<file path="src/rtl/adc_rd_pkg.sv">
package adc_rd_pkg;

  typedef enum logic [2:0] {
    ST_IDLE,
    ST_PULSE,
    ST_WAIT_LOW,
    ST_WAIT_HIGH,
    ST_SETTLE
  } rd_state_t;

  // Join the high byte and the low nibble, then sign-extend bit 11 to 16 bits.
  function automatic logic [15:0] widen_sample(input logic [7:0] hi_byte,
                                               input logic [3:0] lo_nib);
    return {{4{hi_byte[7]}}, hi_byte, lo_nib};
  endfunction

endpackage

</file>
<file path="src/rtl/adc_busy_sync.sv">
module adc_busy_sync (
  input  logic clk,
  input  logic rst_n,
  input  logic busy_async,
  output logic busy_s,
  output logic busy_rise
);
  logic meta_q, sync_q, prev_q;

  always_ff @(posedge clk) begin
    if (!rst_n) begin
      meta_q <= 1'b1;
      sync_q <= 1'b1;
      prev_q <= 1'b1;
    end else begin
      meta_q <= busy_async;
      sync_q <= meta_q;
      prev_q <= sync_q;
    end
  end

  assign busy_s    = sync_q;
  assign busy_rise = sync_q & ~prev_q;
endmodule

</file>
<file path="src/rtl/adc_cycle_timer.sv">
module adc_cycle_timer #(
  parameter int W = 4
) (
  input  logic         clk,
  input  logic         rst_n,
  input  logic         load,
  input  logic [W-1:0] value,
  output logic         done
);
  logic [W-1:0] cnt_q;

  always_ff @(posedge clk) begin
    if (!rst_n)               cnt_q <= '0;
    else if (load)            cnt_q <= value;
    else if (cnt_q != '0)     cnt_q <= cnt_q - 1'b1;
  end

  assign done = (cnt_q == '0);
endmodule

</file>
<file path="src/rtl/adc_byte_reader.sv">
module adc_byte_reader
  import adc_rd_pkg::*;
#(
  parameter int PULSE_CYC  = 4,
  parameter int SETTLE_CYC = 2,
  parameter int GAP_CYC    = 2500
) (
  input  logic        clk,
  input  logic        rst_n,
  input  logic        start_i,
  output logic        conv_n_o,
  output logic        byte_sel_o,
  input  logic        busy_i,
  input  logic [7:0]  data_i,
  output logic [15:0] result_o,
  output logic        result_valid_o
);
  localparam int PW = $clog2(PULSE_CYC + 1);
  localparam int SW = $clog2(SETTLE_CYC + 1);
  localparam int GW = $clog2(GAP_CYC + 1);

  rd_state_t  state_q;
  logic       pending_q;
  logic [7:0] hi_q;
  logic       busy_s, busy_rise;
  logic       pulse_done, settle_done, gap_done;

  // named events used by the sequencer and by the assertions
  logic launch, read_hi, read_lo;
  assign launch  = (state_q == ST_IDLE) && (start_i || pending_q) && gap_done && busy_s;
  assign read_hi = (state_q == ST_WAIT_HIGH) && busy_rise;
  assign read_lo = (state_q == ST_SETTLE) && settle_done;

  adc_busy_sync u_sync (
    .clk(clk), .rst_n(rst_n), .busy_async(busy_i),
    .busy_s(busy_s), .busy_rise(busy_rise)
  );

  adc_cycle_timer #(.W(PW)) u_pulse_tmr (
    .clk(clk), .rst_n(rst_n), .load(launch),
    .value(PW'(PULSE_CYC - 1)), .done(pulse_done)
  );

  adc_cycle_timer #(.W(SW)) u_settle_tmr (
    .clk(clk), .rst_n(rst_n), .load(read_hi),
    .value(SW'(SETTLE_CYC - 1)), .done(settle_done)
  );

  adc_cycle_timer #(.W(GW)) u_gap_tmr (
    .clk(clk), .rst_n(rst_n), .load(launch),
    .value(GW'(GAP_CYC - 1)), .done(gap_done)
  );

  always_ff @(posedge clk) begin
    if (!rst_n) begin
      state_q        <= ST_IDLE;
      pending_q      <= 1'b0;
      hi_q           <= '0;
      byte_sel_o     <= 1'b0;
      result_o       <= '0;
      result_valid_o <= 1'b0;
    end else begin
      result_valid_o <= 1'b0;
      if (launch)       pending_q <= 1'b0;
      else if (start_i) pending_q <= 1'b1;
      unique case (state_q)
        ST_IDLE:      if (launch) state_q <= ST_PULSE;
        ST_PULSE:     if (pulse_done) state_q <= ST_WAIT_LOW;
        ST_WAIT_LOW:  if (!busy_s) state_q <= ST_WAIT_HIGH;
        ST_WAIT_HIGH: if (read_hi) begin
                        hi_q       <= data_i;
                        byte_sel_o <= 1'b1;
                        state_q    <= ST_SETTLE;
                      end
        ST_SETTLE:    if (read_lo) begin
                        result_o       <= widen_sample(hi_q, data_i[7:4]);
                        result_valid_o <= 1'b1;
                        byte_sel_o     <= 1'b0;
                        state_q        <= ST_IDLE;
                      end
        default:      state_q <= ST_IDLE;
      endcase
    end
  end

  assign conv_n_o = (state_q != ST_PULSE);

  // ---------------- assertions ----------------
  // cycles since the last convert falling edge, saturating at GAP_CYC
  logic [GW-1:0] since_fall_q;
  always_ff @(posedge clk) begin
    if (!rst_n)                        since_fall_q <= GW'(GAP_CYC);
    else if (launch)                   since_fall_q <= '0;
    else if (since_fall_q != GW'(GAP_CYC)) since_fall_q <= since_fall_q + 1'b1;
  end

  assert_spacing_R7: assert property (@(posedge clk) disable iff (!rst_n)
    launch |-> (since_fall_q >= GW'(GAP_CYC - 1)));

  assert_no_conv_in_busy_R3: assert property (@(posedge clk) disable iff (!rst_n)
    $fell(conv_n_o) |-> $past(busy_s));

  assert_hi_byte_select_R4: assert property (@(posedge clk) disable iff (!rst_n)
    read_hi |-> !byte_sel_o);

  assert_lo_byte_select_R5: assert property (@(posedge clk) disable iff (!rst_n)
    read_lo |-> byte_sel_o);

  assert_single_strobe_R6: assert property (@(posedge clk) disable iff (!rst_n)
    result_valid_o |=> !result_valid_o);

  assert_select_release_R9: assert property (@(posedge clk) disable iff (!rst_n)
    $rose(result_valid_o) |-> !byte_sel_o);
endmodule

</file>
<file path="config.mk">
export PLATFORM = sky130hd
export DESIGN_NAME = adc_byte_reader
export DESIGN_NICKNAME = d
export VERILOG_FILES = /design/src/rtl/adc_rd_pkg.sv /design/src/rtl/adc_busy_sync.sv /design/src/rtl/adc_cycle_timer.sv /design/src/rtl/adc_byte_reader.sv
export SDC_FILE = /design/constraint.sdc
export NUM_CORES = 1
export LEC_CHECK = 0
export ABC_AREA = 1
export BUFFER_PORTS_ARGS = -buffer_cell sky130_fd_sc_hd__buf_2
export CAP_MARGIN = 30
export CELL_PAD_IN_SITES_DETAIL_PLACEMENT = 1
export CELL_PAD_IN_SITES_GLOBAL_PLACEMENT = 1
export CORE_ASPECT_RATIO = 0.6
export CORE_UTILIZATION = 30
export CTS_BUF_LIST = sky130_fd_sc_hd__clkbuf_4 sky130_fd_sc_hd__clkbuf_8 sky130_fd_sc_hd__clkbuf_16
export DETAILED_ROUTE_END_ITERATION = 16
export PLACE_DENSITY_LB_ADDON = 0.1
export SLEW_MARGIN = 20
export SYNTH_ARGS = -nofsm -noshare
export SYNTH_HDL_FRONTEND = slang
export SYNTH_SLANG_ARGS = --single-unit
</file>
<file path="constraint.sdc">
create_clock -name clk -period 3.3 [get_ports clk]
set_input_delay 0.33 -clock clk [delete_from_list [all_inputs] [get_ports clk]]
set_output_delay 0.33 -clock clk [all_outputs]
set_load 0.005 [all_outputs]
</file>
Yosys cells after proc, flatten, opt, wreduce, memory -nomap -nowiden
Cells that the tools add are included.
Storage, ports and cells
  bits in registers: 46
  input bits: 12
Operators by class
  add/subtract/negate cells: 3
  equal/unequal tests: 10
  multiplexer cells: 16
  bitwise logic cells: 3
  reduce and logical (&&, ||, !) cells: 24
Operators with widths (number)
  $mux W12: 2
  $mux W3: 5
  $pmux W3 S5: 1
  $logic_not A12 Y1: 1
  $reduce_bool A12 Y1: 1
  $sub A12 B1 Y12 const B: 1
  $ne A2 B2 Y1 const B: 5
  $reduce_bool A2 Y1: 5
  $eq A3 B2 Y1 const B: 2
  $logic_not A3 Y1: 2
  $reduce_and A2 Y1: 3
  $logic_and A1 B1 Y1: 5
  $mux W1: 5
  $reduce_and A5 Y1: 1
  $mux W2: 2
  $reduce_or A2 Y1: 2
  $eq A3 B1 Y1 const B: 1
  $eq A3 B3 Y1 const B: 1
  $ne A3 B1 Y1 const B: 1
  $reduce_and A3 Y1: 1
  $reduce_bool A3 Y1: 1
  $sub A3 B1 Y3 const B: 1
  $logic_not A2 Y1: 1
  $not A1 Y1: 2
  4 further kinds: 4

Depth between registers and ports, before layout
  depth after elaboration: 6
  mapped depth: 10
  gate-level depth less buffers: 10

Modules after synthesis
From an unflattened synthesis, not the netlist that was laid out.
Second synthesis, totals
  cells, all modules: 331
  area, all modules: 2306.0 um2
Modules (own cells, without submodules)
  adc_byte_reader: instances 1, cells each 137, area each 1056.0 um2, sequential area each 520.5 um2
  adc_cycle_timer (u_gap_tmr): instances 1, cells each 139, area each 850.8 um2, sequential area each 240.2 um2
  adc_cycle_timer (u_pulse_tmr): instances 1, cells each 29, area each 200.2 um2, sequential area each 60.1 um2
  adc_cycle_timer (u_settle_tmr): instances 1, cells each 16, area each 110.1 um2, sequential area each 40.0 um2
  adc_busy_sync: instances 1, cells each 10, area each 88.8 um2, sequential area each 60.1 um2

Worst setup path before layout
OpenSTA, ideal clock, no wires.
  path kind: register to register
  start: register u_gap_tmr.cnt_q[0]
  end: register u_gap_tmr.cnt_q[7]
  arrival: 1.182 ns
  data required time: 3.187 ns
  path slack: 2.005 ns
  cell stages (with the launch flop): 11
  clock period less this slack: 1.295 ns
  cell sequence: dfxtp_1 clkinv_1 ha_1 nand2_1 nor2_2 nand2_2 clkinv_2 nor2_1 nand2_1 nand2_1 nor2_1
Between the ends
  word-level cells in the longest chain between the ends: 4
  elaborated cells on any way between the ends: 8
  classes of those cells: add/sub (1); mux (2); reduce/logical (5)
Ends and longest elaborated chain
  start: declaration: line adc_cycle_timer.sv:10  | logic [W-1:0] cnt_q;
  start signal: assignment: line adc_cycle_timer.sv:14  | else if (load) cnt_q <= value;
  start signal: assignment: line adc_cycle_timer.sv:15  | else if (cnt_q != '0) cnt_q <= cnt_q - 1'b1;
  branches (longest 4 deep; another with $sub A12 B1 Y12)
Parallel ways; which one is timed is not known. The select of a mux whose other input is x is not followed.
A chain may end at the register's enable or synchronous reset.

Worst setup path in the final report
  start: register u_settle_tmr.cnt_q[0]
  end: register result_o[10]
Between the ends
  word-level cells in the longest chain between the ends: 3
Ends and longest elaborated chain
  start: declaration: line adc_cycle_timer.sv:10
  start signal: assignment: line adc_cycle_timer.sv:14
  start signal: assignment: line adc_cycle_timer.sv:15
  $logic_not A2 Y1: line adc_cycle_timer.sv:18  | assign done = (cnt_q == '0);
  $logic_and A1 B1 Y1: line adc_byte_reader.sv:32  | assign read_lo = (state_q == ST_SETTLE) && settle_done;
  $reduce_and A2 Y1 (no source line)
  end signal: assignment: line adc_byte_reader.sv:76  | result_o <= widen_sample(hi_q, data_i[7:4]);
  end: declaration: line adc_byte_reader.sv:15  | output logic [15:0] result_o,
Every way passes these cells.

==> qor.yml <==
floorplan:
  start_util_pct: 32.45
  fp.dieH_um: 66.24
  row_count: 22
  io_pins: 31
  coreArea_um2: 6359
  die-area_um2: 7224
  die_x_um: 109.1
timing:
  slew_viol_final: 0
  fmax_mhz: 644.8
  worst_pin_slew_ns: 0.4782
  min_period_over_period_pct: 47.00
  rsz0062_at_grt: "no"
  fin_setup_tns_ns: 0
  fin_crit_ns: 1.551
  relSlewSlack_pct: 68.08
  setup_viol_count_final: 0
  skew_ns: 0.003297
  hold_viol: 0
synthesis:
  synth_top_family_by_area: "simple AND/OR/NAND/NOR gates"
  synth_ff_type: "dfxtp_1"
  synthXorXnorAreaFrac_pct: 1.698
  seq_area_frac_synth_pct: 44.63
  syn_inst: 271
  syn-cell-area_um2: 2063
  synth_fp_nets: 288
  synth.mux.area_fraction_pct: 0
  synthAdderAreaFrac_pct: 3.032
  synth_compound_area_share_pct: 14.80
  yosys_warnings: 0
  synth.distinct_cells: 33
  synthArstFlopShare_pct: 0
  synthSimpleGateAreaFrac_pct: 24.80
  yosys_register_bits: 46
  synth_edf_count: 0
  syn_area_per_cell_um2: 7.613
clocking:
  cts.sinks: 46
  cts_setup_buffers: 0
  cts_buffers: 5
  hold_buffers: 0
  clk_latency_ns: 0.29
  clockBufferDepth: 2
  cts.reportedPaths.clkPinSlew_ns: 0.06
  htree_levels: 2
  cts.repair.resized: 0
  cts_tree: "built"
  root_buffer: "clkbuf_16"
critical_path:
  cp.arrival_ns: 1.71
  slowest_delay_ns: 0.41
  critical_path_required_ns: 3.46
  crit_path_start_kind: "flop"
  path_buf_inv: 1
  critical_path.top_delay_family: "compound AO/OA/AOI/OAI gates"
  critPathKind: "reg2reg"
  r2r_setup_slack_ns: 1.75
  path_cells: "inv_1, ha_1, nand3_2, o21ai_0, a21oi_1"
  crit_path_end_kind: "flop"
  crit_fanout: 26
  cp_slowest_cell: "nand3_2"
drt:
  drtAntennaViolNets: 0
  avgRoutedWirePerCell_um: 13.03
  drt_iter0_drc: 61
  drc: 0
  vias: 1712
  drt_wl_total_um: 4964
  drtPass1Iterations: 4
  vias_per_cell: 4.493
finish:
  diodes: 0
  post-route-util_pct: 37.58
  finalNonFillerCells: 381
  fillCellCount: 782
  areaGrowthSynthToFinish_pct: 15.83
  nNetsFinal: 314
  drive_above_1_share_pct: 19.53
placed_design:
  dp_hpwl_um: 3787
  place_congestion: 0.7871
  port_buffers: 30
  dp_cells: 374
global_routing:
  antenna_found_initial: 0
  first_global_vias: 1654
  grt_overflow: 0
  grtUsageTotal_pct: 15.63
  grt_max_degree: 29
  grt_first_pass_wirelength_um: 8349
pwr:
  ir_drop_v: 0.0003305
  powerDensity_nw_per_um2: 813.7
  cellLeakagePower_nw: 1.051
outcome:
  outcome: "completed"
job:
  max_cap_violations: 0
min_path:
  hold_path_class: "in2reg"
## worst register-to-register path, cell delays in order, from the launching register on
cell and delay, ns:
dfxtp_1 0.32, inv_1 0.07, ha_1 0.22, nand3_2 0.41, o21ai_0 0.34, a21oi_1 0.07
## cells by family after synthesis
group                    after synthesis
AND/OR/NAND/NOR                      104
adder cells (fa/ha/maj)                5
XOR/XNOR                               4
AO/OA/AOI/OAI                         59
flip-flops                            46
buffers and inverters                 53
## area by class of cell
type / count / area (um2) / area share [%]
Timing Repair Buffer: 30 / 150.1 / 6.283
Multi-Input combinational cell: 172 / 914.6 / 38.27
Sequential cell: 46 / 920.9 / 38.53
Clock buffer: 7 / 140.1 / 5.864
Tap cell: 84 / 105.1 / 4.398
Inverter: 42 / 158.9 / 6.649
## report_power, final
group / leakage, nW / internal, mW / switching (mW)
clock: 0.0708 / 0.293 / 0.197
sequential: 0.375 / 0.642 / 0.0770
combinational: 0.605 / 0.266 / 0.469
## synthesized netlist by cell type (2+ instances only)
cell type  count  area (um2)
o21ai_0       26       130.1
inv_2          2       7.510
nand2_2        3       18.77
inv_1         38       142.6
xnor2_1        2       17.52
nand2_1       26       97.59
a21oi_1       28       140.1
buf_4          4       30.03
nor2_2         3       18.77
dfxtp_1       46       920.9
buf_2          4       20.02
ha_1           5       62.56
xor2_1         2       17.52
or2_2          3       18.77
o21ai_1        2       10.01
nor2_4         4       45.04
nor2_1        38       142.6
nor3_1         2       10.01
nand3_1       16       80.08
nand4_1        4       25.02
## flip-flops by register name (all words and copies together), names as in the netlist, 2 cells and up
| name | cells |
|---|---|
| hi_q | 8 |
| result_o | 12 |
| state_q | 3 |
| u_gap_tmr.cnt_q | 12 |
| u_pulse_tmr.cnt_q | 3 |
| u_settle_tmr.cnt_q | 2 |
## path summary, 6_finish.rpt
path,from,endpoint,depth (start not counted)
max,u_settle_tmr.cnt_q[0],result_o[10],5
min,busy_i,u_sync.meta_q,2
max reg2reg,u_settle_tmr.cnt_q[0],result_o[10],5
min reg2reg,u_sync.meta_q,u_sync.busy_s,1
## routing by layer
layer,share of wire [%],up-vias,GRT usage (%)
li1,-,909,-
met1,58,775,23.30
met2,37,21,20.60
met3,4.8,7,5.025
met4,1.1,0,4.561
met5,0,-,0
## placed cells by master, fill, tap and decap left out, types with 2 or more instances in the layout
| cell type | instances |
|---|---|
| inv_2 | 2 |
| o21ai_1 | 2 |
| buf_2 | 30 |
| nand2_2 | 3 |
| nor3_1 | 2 |
| ha_1 | 5 |
| nor2_1 | 38 |
| nand2_1 | 26 |
| nand3_1 | 16 |
| or2_2 | 3 |
| nor2_2 | 3 |
| dfxtp_1 | 46 |
| nor2_4 | 4 |
| a21oi_1 | 28 |
| nand4_1 | 4 |
| clkbuf_4 | 2 |
| inv_1 | 38 |
| o21ai_0 | 26 |
| clkbuf_16 | 5 |
| xnor2_1 | 2 |
| xor2_1 | 2 |
## metrics by stage
step | hold slack (ns) | area (um2) | total power [mW] | worst slack (ns)
2_1_floorplan | 0.3925 | 2063 | 1.277 | 2.005
6_report | 0.2295 | 2390 | 1.945 | 1.749
3_3_place_gp | 0.3989 | 2250 | 1.472 | 1.726
5_1_grt | 0.2227 | 2390 | 2.111 | 1.540
3_5_place_dp | 0.4057 | 2250 | 1.464 | 1.667
4_1_cts | 0.2261 | 2390 | 1.970 | 1.709
Note: power is estimated with default switching activity, not from simulation.
